$ cat src/rtl/mce_pkg.sv
package mce_pkg;

    localparam int HOST_W      = 16;                       // bitmap bits per wide access
    localparam int COLOR_W     = 8;                        // colour register width
    localparam int NIB_W       = 4;                        // packed pixel width
    localparam int STREAM_NIBS = HOST_W * COLOR_W / NIB_W; // nibbles for 16 byte pixels
    localparam int BEAT_NIBS   = STREAM_NIBS / 2;          // nibbles per output beat
    localparam int BEAT_W      = BEAT_NIBS * NIB_W;        // data bits per beat

    typedef enum logic [1:0] {
        XM_PASS,
        XM_BYTE,
        XM_NIBBLE,
        XM_FAULT
    } xmode_e;

    typedef enum logic [1:0] {
        ST_IDLE,
        ST_BEAT0,
        ST_BEAT1,
        ST_FAULT
    } st_e;

    typedef struct packed {
        xmode_e              mode;
        logic                wide;
        logic                shift;
        logic [HOST_W-1:0]   bits;
        logic [COLOR_W-1:0]  fg;
        logic [COLOR_W-1:0]  bg;
    } xreq_t;

    // Returns {in_range, bitmap_bit} for pixel index p; leftmost pixel is the MSB.
    function automatic logic [1:0] pick_bit(logic [HOST_W-1:0] bits, logic wide, int p);
        int npix;
        npix = wide ? HOST_W : HOST_W / 2;
        if (p < 0 || p >= npix) begin
            return 2'b00;
        end
        return {1'b1, bits[npix-1-p]};
    endfunction

endpackage

$ cat src/rtl/mce_decode.sv
module mce_decode
    import mce_pkg::*;
(
    input  logic                exp_en_i,
    input  logic                mode256_i,
    input  logic                split_i,
    input  logic                addr_odd_i,
    input  logic                wide_i,
    input  logic [HOST_W-1:0]   data_i,
    input  logic [COLOR_W-1:0]  fg_i,
    input  logic [COLOR_W-1:0]  bg_i,
    output xreq_t               req_o,
    output logic                two_beat_o
);

    always_comb begin
        req_o.wide  = wide_i;
        req_o.bits  = data_i;
        req_o.fg    = fg_i;
        req_o.bg    = bg_i;
        req_o.shift = 1'b0;
        if (!exp_en_i) begin
            req_o.mode = XM_PASS;
        end else if (mode256_i) begin
            req_o.mode = XM_BYTE;
        end else if (split_i && (addr_odd_i || !wide_i)) begin
            req_o.mode = XM_FAULT;
        end else begin
            req_o.mode  = XM_NIBBLE;
            req_o.shift = split_i;
        end
        two_beat_o = ((req_o.mode == XM_BYTE) && wide_i) ||
                     ((req_o.mode == XM_NIBBLE) && req_o.shift);
    end

endmodule

$ cat src/rtl/mce_pixgen.sv
module mce_pixgen
    import mce_pkg::*;
(
    input  xreq_t                          req_i,
    output logic [STREAM_NIBS*NIB_W-1:0]   nib_o,
    output logic [STREAM_NIBS-1:0]         nib_en_o
);

    for (genvar n = 0; n < STREAM_NIBS; n++) begin : g_nib
        localparam int  BYTE_IX = n / 2;
        localparam bit  HI_HALF = (n % 2) == 1;

        logic [NIB_W-1:0]   pass_val;
        logic               pass_en;
        logic [NIB_W-1:0]   nv;
        logic               ne;
        logic [1:0]         pk;
        logic [COLOR_W-1:0] col;

        if (BYTE_IX < HOST_W / 8) begin : g_lane
            assign pass_val = req_i.bits[n*NIB_W +: NIB_W];
            assign pass_en  = (BYTE_IX == 0) || req_i.wide;
        end else begin : g_nolane
            assign pass_val = '0;
            assign pass_en  = 1'b0;
        end

        always_comb begin
            nv  = '0;
            ne  = 1'b0;
            pk  = 2'b00;
            col = req_i.bg;
            unique case (req_i.mode)
                XM_PASS: begin
                    ne = pass_en;
                    nv = pass_en ? pass_val : '0;
                end
                XM_BYTE: begin
                    pk  = pick_bit(req_i.bits, req_i.wide, BYTE_IX);
                    col = pk[0] ? req_i.fg : req_i.bg;
                    if (pk[1]) begin
                        ne = 1'b1;
                        nv = HI_HALF ? col[NIB_W +: NIB_W] : col[0 +: NIB_W];
                    end
                end
                XM_NIBBLE: begin
                    pk  = pick_bit(req_i.bits, req_i.wide, n - int'(req_i.shift));
                    col = pk[0] ? req_i.fg : req_i.bg;
                    if (pk[1]) begin
                        ne = 1'b1;
                        nv = col[0 +: NIB_W];
                    end
                end
                XM_FAULT: begin
                end
            endcase
        end

        assign nib_o[n*NIB_W +: NIB_W] = nv;
        assign nib_en_o[n]             = ne;
    end

endmodule

$ cat src/rtl/mce_fsm.sv
module mce_fsm
    import mce_pkg::*;
(
    input  logic clk,
    input  logic rst_n,
    input  logic req_valid_i,
    input  logic fault_i,
    input  logic two_beat_i,
    output logic req_ready_o,
    output logic take_o,
    output logic out_valid_o,
    output logic out_last_o,
    output logic out_beat_o,
    output logic out_err_o
);

    st_e  st_q, st_d;
    logic two_q;

    // state register
    always_ff @(posedge clk) begin
        if (!rst_n) begin
            st_q  <= ST_IDLE;
            two_q <= 1'b0;
        end else begin
            st_q <= st_d;
            if (take_o) begin
                two_q <= two_beat_i;
            end
        end
    end

    // outputs and handshake
    always_comb begin
        out_valid_o = 1'b0;
        out_last_o  = 1'b0;
        out_beat_o  = 1'b0;
        out_err_o   = 1'b0;
        unique case (st_q)
            ST_IDLE: begin
            end
            ST_BEAT0: begin
                out_valid_o = 1'b1;
                out_last_o  = !two_q;
            end
            ST_BEAT1: begin
                out_valid_o = 1'b1;
                out_last_o  = 1'b1;
                out_beat_o  = 1'b1;
            end
            ST_FAULT: begin
                out_valid_o = 1'b1;
                out_last_o  = 1'b1;
                out_err_o   = 1'b1;
            end
        endcase
        req_ready_o = (st_q == ST_IDLE) || out_last_o;
        take_o      = req_valid_i && req_ready_o;
    end

    // next state
    always_comb begin
        st_d = st_q;
        if (take_o) begin
            st_d = fault_i ? ST_FAULT : ST_BEAT0;
        end else begin
            unique case (st_q)
                ST_IDLE:  st_d = ST_IDLE;
                ST_BEAT0: st_d = two_q ? ST_BEAT1 : ST_IDLE;
                ST_BEAT1: st_d = ST_IDLE;
                ST_FAULT: st_d = ST_IDLE;
            endcase
        end
    end

endmodule

$ cat src/rtl/mono_color_expander.sv
module mono_color_expander
    import mce_pkg::*;
(
    input  logic                clk,
    input  logic                rst_n,
    input  logic                req_valid,
    output logic                req_ready,
    input  logic [HOST_W-1:0]   host_data,
    input  logic                addr_odd,
    input  logic                wide_access,
    input  logic                exp_en,
    input  logic                mode_256,
    input  logic                split_en,
    input  logic [COLOR_W-1:0]  fg_color,
    input  logic [COLOR_W-1:0]  bg_color,
    output logic                out_valid,
    output logic [BEAT_W-1:0]   out_data,
    output logic [BEAT_NIBS-1:0] out_nib_en,
    output logic                out_beat,
    output logic                out_last,
    output logic                out_err
);

    xreq_t                        req_d, req_q;
    logic                         two_d;
    logic                         take;
    logic [STREAM_NIBS*NIB_W-1:0] nib_all;
    logic [STREAM_NIBS-1:0]       en_all;

    mce_decode u_decode (
        .exp_en_i   (exp_en),
        .mode256_i  (mode_256),
        .split_i    (split_en),
        .addr_odd_i (addr_odd),
        .wide_i     (wide_access),
        .data_i     (host_data),
        .fg_i       (fg_color),
        .bg_i       (bg_color),
        .req_o      (req_d),
        .two_beat_o (two_d)
    );

    mce_fsm u_fsm (
        .clk         (clk),
        .rst_n       (rst_n),
        .req_valid_i (req_valid),
        .fault_i     (req_d.mode == XM_FAULT),
        .two_beat_i  (two_d),
        .req_ready_o (req_ready),
        .take_o      (take),
        .out_valid_o (out_valid),
        .out_last_o  (out_last),
        .out_beat_o  (out_beat),
        .out_err_o   (out_err)
    );

    always_ff @(posedge clk) begin
        if (!rst_n) begin
            req_q <= '0;
        end else if (take) begin
            req_q <= req_d;
        end
    end

    mce_pixgen u_pixgen (
        .req_i    (req_q),
        .nib_o    (nib_all),
        .nib_en_o (en_all)
    );

    assign out_data   = !out_valid ? '0 :
                        (out_beat ? nib_all[BEAT_W +: BEAT_W] : nib_all[0 +: BEAT_W]);
    assign out_nib_en = !out_valid ? '0 :
                        (out_beat ? en_all[BEAT_NIBS +: BEAT_NIBS] : en_all[0 +: BEAT_NIBS]);

endmodule

$ cat config.mk
export PLATFORM = sky130hd
export DESIGN_NAME = mono_color_expander
export DESIGN_NICKNAME = d
export VERILOG_FILES = /design/src/rtl/mce_pkg.sv /design/src/rtl/mce_decode.sv /design/src/rtl/mce_pixgen.sv /design/src/rtl/mce_fsm.sv /design/src/rtl/mono_color_expander.sv
export SDC_FILE = /design/constraint.sdc
export NUM_CORES = 1
export LEC_CHECK = 0
export ABC_CLOCK_PERIOD_IN_PS = 3150
export BUFFER_PORTS_ARGS = -buffer_cell sky130_fd_sc_hd__buf_2
export CORE_ASPECT_RATIO = 1.4
export CORE_UTILIZATION = 40
export DETAILED_ROUTE_END_ITERATION = 7
export GPL_TIMING_DRIVEN = 0
export SYNTH_ARGS = -nofsm -noshare
export SYNTH_HDL_FRONTEND = slang
export SYNTH_SLANG_ARGS = --single-unit
$ cat constraint.sdc
create_clock -name clk -period 3.15 [get_ports clk]
set_clock_uncertainty 0.1 [all_clocks]
set_input_delay 0.7875 -clock clk [delete_from_list [all_inputs] [get_ports clk]]
set_output_delay 0.7875 -clock clk [all_outputs]
set_load 0.005 [all_outputs]
## Word level (Yosys, flattened, before mapping)

Cells that the tools add are included.

| cells by class | value |
|---|---|
| add/subtract/negate cells | 80 |
| order comparisons | 128 |
| eq/ne operators | 8 |
| muxes and demuxes | 629 |
| reductions and logical operators | 46 |

Operators with widths:

| cell | number |
|---|---|
| $lt A32 B6 Y1 const B | 47 |
| $mux W4 | 98 |
| $mux W2 | 149 |
| $ge A5 B32 Y1 const A | 8 |
| $mux W1 | 247 |
| $pmux W4 S2 | 28 |
| $bmux W1 S4 | 48 |
| $ge A4 B32 Y1 const A | 4 |
| $mux W64 | 2 |
| $mux W8 | 16 |
| $sub A6 B6 Y7 | 16 |
| $ge A6 B6 Y1 | 16 |
| $lt A6 B1 Y1 const B | 16 |
| $sub A5 B1 Y6 const A | 16 |
| $pmux W1 S2 | 29 |
| $sub A6 B5 Y7 | 8 |
| $sub A6 B5 Y7 const B | 8 |
| $ge A5 B6 Y1 | 8 |
| $pmux W4 S3 | 4 |
| $lt A5 B1 Y1 const B | 8 |
| $sub A4 B1 Y5 const A | 8 |
| $logic_or A1 B1 Y1 | 35 |
| $mux W16 | 2 |
| $sub A6 B4 Y7 | 4 |
| other kinds (28) | 66 |

| storage, ports and cells | value |
|---|---|
| flip-flop bits (word level) | 39 |
| bits of input ports | 40 |
| output and inout port bits | 85 |
| logic and storage cells | 899 |

## Logic depth before layout (Yosys ltp)

Gate-level depths: netlist of run 1.

| depth | value |
|---|---|
| depth after elaboration | 13 |
| gate-level depth with buffers | 9 |
| gate-level depth less buffers | 6 |

## By module

A second synthesis of run 1 with hierarchy kept.

| second synthesis, totals | value |
|---|---|
| cell total of the unflattened synthesis | 950 |
| area total of the unflattened synthesis | 7534.7 µm² |

Modules (own cells, without submodules):

| module | times used | cells an instance | area each (µm²) | sequential area each (µm²) |
|---|---|---|---|---|
| mce_pixgen | 1 | 602 | 4234.1 | 0.0 |
| mono_color_expander | 1 | 293 | 2842.7 | 720.7 |
| mce_decode | 1 | 40 | 300.3 | 0.0 |
| mce_fsm | 1 | 15 | 157.7 | 60.1 |

## Worst setup path before layout of run 1

Ideal clock, no wire load.

| path | value |
|---|---|
| kind | reg-to-output |
| from | reg req_q[33] in the netlist's numbering |
| to | out out_data[33] |
| arrival | 2.207 ns |
| required time | 2.263 ns |
| setup slack | 0.056 ns |
| cell stages (with the launch flop) | 10 |
| path buffers | 3 |
| cells stage by stage | dfxtp_1 buf_6 buf_2 inv_1 clkbuf_1 ha_1 mux4_2 nor2_1 a21oi_1 o22ai_1 |

| between the ends | value |
|---|---|
| word-level cells in the longest chain between the ends | 13 |
| elaborated cells on any way between the ends | 52 |
| classes of those cells | add/sub (5); order compare (4); mux (41); reduce/logical (2) |

Ends and longest elaborated chain:

| element | RTL line | text |
|---|---|---|
| start: declaration | mono_color_expander.sv:24 | `xreq_t req_d, req_q;` |
| start signal: assignment | mono_color_expander.sv:61 | `req_q <= req_d;` |
| $mux W5 (*) | mce_pkg.sv:36 | `npix = wide ? HOST_W : HOST_W / 2;` |
| $sub A5 B1 Y6 | mce_pkg.sv:40 | `return {1'b1, bits[npix-1-p]};` |
| $sub A6 B5 Y7, or another cell as far along | mce_pkg.sv:40 |  |
| $bmux W1 S4 | mce_pkg.sv:40 |  |
| $mux W1 (implied by the code) (2 in a row) | mce_pkg.sv:40 |  |
| $mux W2 | mce_pkg.sv:40 |  |
| $mux W2 | mce_pixgen.sv:33 | `unique case (req_i.mode)` |
| $mux W4 or $mux W8 (tied branches) | -- |  |
| $mux W4, on equally long branches | mce_pixgen.sv:49, mce_pixgen.sv:41 |  |
| $pmux W4 S2 | mce_pixgen.sv:33 |  |
| $mux W64 (*) | mono_color_expander.sv:72 | `(out_beat ? nib_all[BEAT_W +: BEAT_W] : nib_all[0 +: BEAT_W]);` |
| $mux W64 (*) | mono_color_expander.sv:71 | `assign out_data = !out_valid ? '0 :` |
| end: declaration | mono_color_expander.sv:17 | `output logic [BEAT_W-1:0] out_data,` |

Every way passes the cells marked *; elsewhere a longest branch is shown, timed or not. The select of a mux whose other input is x is not followed.

## Worst setup path after layout of run 1

| path | value |
|---|---|
| from | reg req_q[32] in the netlist's numbering |
| to | out out_data[20] |

| between the ends | value |
|---|---|
| word-level cells in the longest chain between the ends | 12 |
| elaborated cells on any way between the ends | 32 |
| classes of those cells | add/sub (4); order compare (4); mux (22); reduce/logical (2) |

Ends and longest elaborated chain:

| element | RTL line | text |
|---|---|---|
| $sub A5 B1 Y6 or $sub A3 B1 Y4 (tied branches) | mce_pixgen.sv:47 | `pk = pick_bit(req_i.bits, req_i.wide, n - int'(req_i.shift));` |
| $sub A6 B6 Y7, or another cell as far along | mce_pkg.sv:40 |  |
| $bmux W1 S4 or $logic_or A1 B1 Y1 (tied branches) | mce_pkg.sv:40, mce_pkg.sv:37 |  |
| $mux W1, on equally long branches | mce_pkg.sv:40, mce_pkg.sv:37 |  |
| $mux W1, on equally long branches | mce_pkg.sv:40, mce_pixgen.sv:33 |  |
| $mux W2 | mce_pkg.sv:40 |  |
| $mux W2 | mce_pixgen.sv:33 |  |
| $mux W4 | mce_pixgen.sv:48 | `col = pk[0] ? req_i.fg : req_i.bg;` |
| $mux W4 | mce_pixgen.sv:49 | `if (pk[1]) begin` |
| $pmux W4 S2 | mce_pixgen.sv:33 |  |
| $mux W64 (*) | mono_color_expander.sv:72 |  |
| $mux W64 (*) | mono_color_expander.sv:71 |  |

Marked as above.

==> flow_summary.toml, run 1 <==
[outcome]
status = "finished, violations left"
violations = "negative setup slack"

[synth]
netlist_instances = 727
synth_fp_nets = 775
synth_mux_area_share_pct = 27.70
yosysMostFrequentCell = "nand2_1"
synth_top_family_by_area = "compound AO/OA/AOI/OAI gates"
syn_avg_cell_area_sq_um = 7.444
synthFlopType = "dfxtp_1"
async_reset_ff_share_pct = 0
synthDistinctLibCells = 55
synth_edf_count = 0
synthDominantCellAreaShare_pct = 14.43
ys_warn_count = 0
synth_top_cells_by_count = "119 x nand2_1, 68 x mux2i_1, 64 x clkbuf_1, 46 x mux2_2, 46 x o22ai_1"
synthAdderAreaFrac_pct = 1.850
syn_area_sq_um = 5411
synth-compound-area-share_pct = 32.05
synth_xor_area_share_pct = 0.1618
synthTopCellsByArea = "dfxtp_1 14%, mux2i_1 13%, mux2_2 9.6%, nand2_1 8.3%, o22ai_1 5.3%"
synthSimpleGateAreaFrac_pct = 14.91
synth-seq-area-share_pct = 14.43
synth_seq_cells = 39
synth_top_area_cell = "dfxtp_1"

[sta]
setup_violations = 13
finalMaxSlewViolations = 0
timing.final.crit_period_ps = 3230
final.setup.worst_slack_ps = -79.71
rsz0062_at_grt = "yes"
fmax_mhz = 309.6
period_share_pct = 102.5
tightest_slew_ps = 761.3
hold_slack_ps = 395.6
hold_viol = 0
slew_headroom_pct = 49.25

[min_path]
min_path_type = "flop to flop"
min_from = "req_q[34]$_SDFFE_PN0P_"
whs_path_depth = 2
min_delay_worst_endpoint = "req_q[34]$_SDFFE_PN0P_"

[route]
wl_per_cell_um = 25.88
vias = 6840
drt_pass1_iterations = 8
drt_drc_violations_left = 0
drt_iter0_drc = 741
drt_wl_total_um = 27490
ant_nets = 0
viasPerCell = 6.441

[finish]
antenna_cells = 0
area_delta_synth_final_pct = 33.11
fin_cells = 1062
nets = 931
final_area_sq_um = 7203
drive_above_1_share_pct = 36.76
fin_util_pct = 55.42
nFillCells = 1302

[placement]
place_ws_ps = -510.4
postPlaceCellArea_sq_um = 6250
place_hpwl_um = 20220
dp.cells = 1028
portBuffers = 123
gp_congestion = 1.046

[floorplanning]
initial_utilization_pct = 41.63
die_x_um = 100.3
die_area_sq_um = 14000
rows = 49
design.core.area_sq_um = 13000
pin_count = 125
die_height_um = 139.6

[worst_setup_path]
cp.arrival_ps = 2340
crit_chain = "buf_12 > mux2i_4 > buf_6 > mux2_4 > a222oi_1 > a21oi_1 > buf_2"
critPathLaunchType = "flop"
critPathMaxStageDelay_ps = 450
reg2regPathDepth = 6
critical-path-top-delay-family = "multiplexers"
rr_endpoint = "req_q[6]$_SDFFE_PN0P_"
crit_slowest_cell = "a222oi_1"
worst-path-buf-inv = 3
crit_required_ps = 2260
worst-setup-path-type = "flop to primary output"
r2r_slack_ps = 1050
critPathMaxFanout = 7
end_kind = "primary output"
r2r_start = "u_fsm.st_q[1]$_SDFF_PN0_"

[cts]
clk_latency_ps = 280
htree_levels = 2
clockBufferDepth = 2
cts_hold_buf = 0
root_buffer = "clkbuf_16"
clock_sinks = 39
path_clk_slew_ps = 60
cts_tree = "yes"
cts_buffers = 5

[global_route]
grt_max_degree = 14
grt_pass1_vias = 6641
overflow = 0
grt_pass1_wl_um = 40500
grt_usage_pct = 38.67
antenna_found_initial = 0

[flow_run]
maxCapViolCount = 0

[power]
ir_drop_uv = 380.8
power_leakage_nw = 2.921
powerDensity_nw_per_um2 = 267.5
==> where the power goes <==
part / switching, mW / internal (mW) / total [mW]
logic: 0.397 / 0.279 / 0.676
clock network: 0.206 / 0.454 / 0.660
registers: 0.0705 / 0.521 / 0.591
==> routing by layer <==
layer / global-route usage (%) / share of wire (%) / vias to the layer above
li1: - / - / 3027
met1: 47.94 / 38 / 3217
met2: 64.60 / 47 / 494
met3: 4.721 / 8.9 / 102
met4: 20.52 / 5.6 / 0
met5: 0 / 0 / -
==> state kept, by name (all words and copies together), names as in the netlist <==
name / flops
u_fsm.two_q: 1
u_fsm.st_q: 2
req_q: 36
==> placed cells by master, fill, tap and decap left out, types with 6 or more instances in the layout <==
| cell | instances |
|---|---|
| nand2_1 | 117 |
| mux2_4 | 18 |
| clkbuf_2 | 24 |
| mux2i_1 | 57 |
| o21ai_1 | 10 |
| a31oi_1 | 8 |
| o22ai_2 | 6 |
| buf_6 | 8 |
| inv_1 | 12 |
| a21oi_1 | 36 |
| nor2_1 | 14 |
| mux2i_4 | 12 |
| nand2b_1 | 7 |
| buf_2 | 130 |
| o21ai_0 | 32 |
| a21boi_0 | 37 |
| dfxtp_1 | 32 |
| nor2b_1 | 6 |
| mux2_2 | 32 |
| nand3_1 | 7 |
| clkbuf_1 | 27 |
| a22oi_1 | 25 |
| o22ai_1 | 39 |
| and2_1 | 9 |
| mux4_2 | 6 |
| a222oi_1 | 20 |
| buf_4 | 35 |
| clkbuf_4 | 6 |
| mux2_1 | 7 |
==> through the flow <==
| stage | total power, mW | setup TNS (ps) |
|---|---|---|
| finish | 1.927 | -421.6 |
| global route | 1.986 | -1238 |
| CTS | 1.866 | -824.6 |
| detailed placement | 1.149 | -10220 |
| global placement | 1.142 | -10460 |
| floorplan | 0.9273 | 0 |
==> worst max path at each step <==
stage / from / slack [ps] / cells past startpoint / endpoint
6_report: req_q[32]$_SDFFE_PN0P_ / -80 / 7 / out_data[20]
5_1_grt: req_q[32]$_SDFFE_PN0P_ / -130 / 8 / out_data[35]
2_1_floorplan: req_q[33]$_SDFFE_PN0P_ / 60 / 9 / out_data[33]
3_5_place_dp: req_q[33]$_SDFFE_PN0P_ / -510 / 10 / out_data[33]
3_3_place_gp: req_q[33]$_SDFFE_PN0P_ / -470 / 10 / out_data[33]
4_1_cts: req_q[31]$_SDFFE_PN0P_ / -100 / 5 / out_data[3]
==> layout make-up <==
class	instances	area, sq um	share of cell area [%]
multi-input combinational	581	4516	62.69
timing repair buffer	157	922.1	12.80
sequential	39	794.5	11.03
buffer	84	493.0	6.844
tap	178	222.7	3.092
clock buffer	5	125.1	1.737
clock inverter	3	67.56	0.9380
inverter	15	62.56	0.8685
==> kinds of logic after synthesis <==
| logic type | Yosys count |
|---|---|
| simple gates | 184 |
| flops | 39 |
| buf+inv | 107 |
| compound gates | 254 |
| fa+ha+maj | 8 |
| xor+xnor | 1 |
| mux | 134 |
==> repair_timing <==
item,in CTS,in global routing
pin swaps,15,22
gates resized for setup,97,66
setup buffers,26,8
setup endpoints to repair,80,65
==> worst register-to-register path, cell delays in order (launching register included) <==
cell	delay, ps
dfxtp_1	500
nand3b_1	240
and2_1	140
buf_2	240
buf_1	500
nand2_1	100
a21boi_0	190
No activity file was read; power rests on OpenSTA's default activity.
==> inputs of run 2 (changes only) <==
- SKIP_CTS_REPAIR_TIMING: default -> 1
==> run 2 against run 1 <==
  * The flow finishes with violations (design-rule violations, negative setup slack)
  * Routed wire length down 0.15%
  * Setup slack got worse by 57 ps
  * Die area is the same
  * Worst hold slack lost 0.77 ps
  * Combinational power up 2%
  * Maximum frequency decreased by 1.7%
  * Cell count up 1.0%
  * First-iteration DRC count shrank 8.1%
  * Register-to-register slack gained 30 ps
  * Critical endpoint is now out_data[28]
  * Largest cell class unchanged
==> flow_summary.toml, run 2 (synthesis results as in run 1) <==
[worst_setup_path]
critPathLaunchType = "flop"
worst-path-buf-inv = 4
critPathMaxFanout = 6
worst-setup-path-type = "flop to primary output"
cp.arrival_ps = 2400
crit_chain = "buf_8 > buf_4 > buf_6 > mux2i_4 > mux2_4 > a222oi_1 > a21oi_1 > buf_2"
critPathMaxStageDelay_ps = 440
crit_slowest_cell = "a222oi_1"
end_kind = "primary output"
critical-path-top-delay-family = "multiplexers"
crit_required_ps = 2260

[route]
drt_wl_total_um = 27440
ant_nets = 0
viasPerCell = 6.423
vias = 6892
wl_per_cell_um = 25.58
drt_iter0_drc = 681
drt_drc_violations_left = 4
drt_pass1_iterations = 8

[power]
clockPowerShare_pct = 34.1
power_leakage_nw = 2.965
ir_drop_uv = 376.4
power_mw = 1.938
p_seq_share_pct = 30.4
netSwitchingFraction_pct = 34.98
powerDensity_nw_per_um2 = 264.8
combPwrFrac_pct = 35.5
p_switching_mw = 0.6778
intPower_mw = 1.260

[sta]
tightest_slew_ps = 797.0
finalMaxSlewViolations = 0
finalSetupTns_ps = -1439
final.setup.worst_slack_ps = -136.6
slew_headroom_pct = 46.87
rsz0062_at_grt = "yes"
hold_viol = 0
timing.final.crit_period_ps = 3287
fmax_mhz = 304.3
hold_slack_ps = 394.8
period_share_pct = 104.3
setup_violations = 23

[placement]
place_hpwl_um = 20220
postPlaceCellArea_sq_um = 6250
gp_congestion = 1.046
portBuffers = 123

[cts]
cts_tree = "yes"
path_clk_slew_ps = 60
htree_levels = 2
root_buffer = "clkbuf_16"
clock_sinks = 39
clk_latency_ps = 280
clockBufferDepth = 2
cts_buffers = 5

[outcome]
violations = "design-rule violations, negative setup slack"
status = "finished, violations left"

[finish]
fin_util_pct = 56.31
antenna_cells = 0
regMostFlops = "req_q"
nets = 942
nFillCells = 1300
area_delta_synth_final_pct = 35.24
final_cell_mix = "133 x buf_2, 117 x nand2_1, 56 x mux2i_1"
drive_above_1_share_pct = 37.99
final_area_sq_um = 7318
reg_top3 = "req_q x36, u_fsm.st_q x2, u_fsm.two_q x1"
mostFrequentLayoutCell = "buf_2"
largest_register_ffs = 36

[global_route]
grt_pass1_wl_um = 39700
overflow = 0
grt_max_degree = 14
antenna_found_initial = 0
grt_pass1_vias = 6464
grt_usage_pct = 37.98

[flow_run]
maxCapViolCount = 0

[floorplanning]
die_height_um = 139.6
pin_count = 125
design.core.area_sq_um = 13000
die_area_sq_um = 14000
initial_utilization_pct = 41.63
die_x_um = 100.3
rows = 49

[min_path]
min_path_type = "flop to flop"
run 2: layout make-up:
type / instances / area (sq um) / share of cell area, %
Clock inverter: 3 / 67.56 / 0.9232
Tap cell: 178 / 222.7 / 3.043
Timing Repair Buffer: 166 / 998.5 / 13.64
Multi-Input combinational cell: 581 / 4532 / 61.93
Clock buffer: 5 / 125.1 / 1.710
Inverter: 15 / 67.56 / 0.9232
Sequential cell: 39 / 790.8 / 10.81
Buffer: 86 / 514.2 / 7.027
run 2: final timing paths:
path,from,to,slack (ps),cells past startpoint
min,req_q[34]$_SDFFE_PN0P_,req_q[34]$_SDFFE_PN0P_,390,2
max reg2reg,u_fsm.st_q[1]$_SDFF_PN0_,req_q[6]$_SDFFE_PN0P_,1080,6
min reg2reg,req_q[34]$_SDFFE_PN0P_,req_q[34]$_SDFFE_PN0P_,390,2
max,req_q[32]$_SDFFE_PN0P_,out_data[28],-140,8
run 2: worst reg2reg max path: cells and delay by family, from the launching register on:
family / cells / cell delay [ps]
AOI/OAI and AO/OA: 1 / 190
buffers and inverters: 2 / 720
DFF: 1 / 490
and+or+nand+nor: 3 / 480
run 2: power groups by stage:
stage	logic (mW)	clock network, mW	registers (mW)
2_1_floorplan	0.372	0	0.555
3_3_place_gp	0.563	0	0.579
3_5_place_dp	0.571	0	0.579
4_1_cts	0.573	0.668	0.568
5_1_grt	0.720	0.686	0.590
6_report	0.688	0.661	0.589
run 2: layer usage:
metal / part of all wire [%] / track usage, % / vias up / wire [um]
met5: 0 / 0 / - / 0
met4: 6.1 / 19.07 / 0 / 1674
met3: 8.0 / 3.717 / 110 / 2185
met2: 47 / 63.55 / 478 / 12880
met1: 39 / 47.99 / 3255 / 10700
li1: - / - / 3049 / -
run 2: metrics by stage:
stage / worst slack [ps] / cells
2_1_floorplan: 55.73 / 727
3_3_place_gp: -474.1 / 1028
3_5_place_dp: -510.4 / 1028
4_1_cts: -838.3 / 1036
5_1_grt: -202.8 / 1073
6_report: -136.6 / 1073
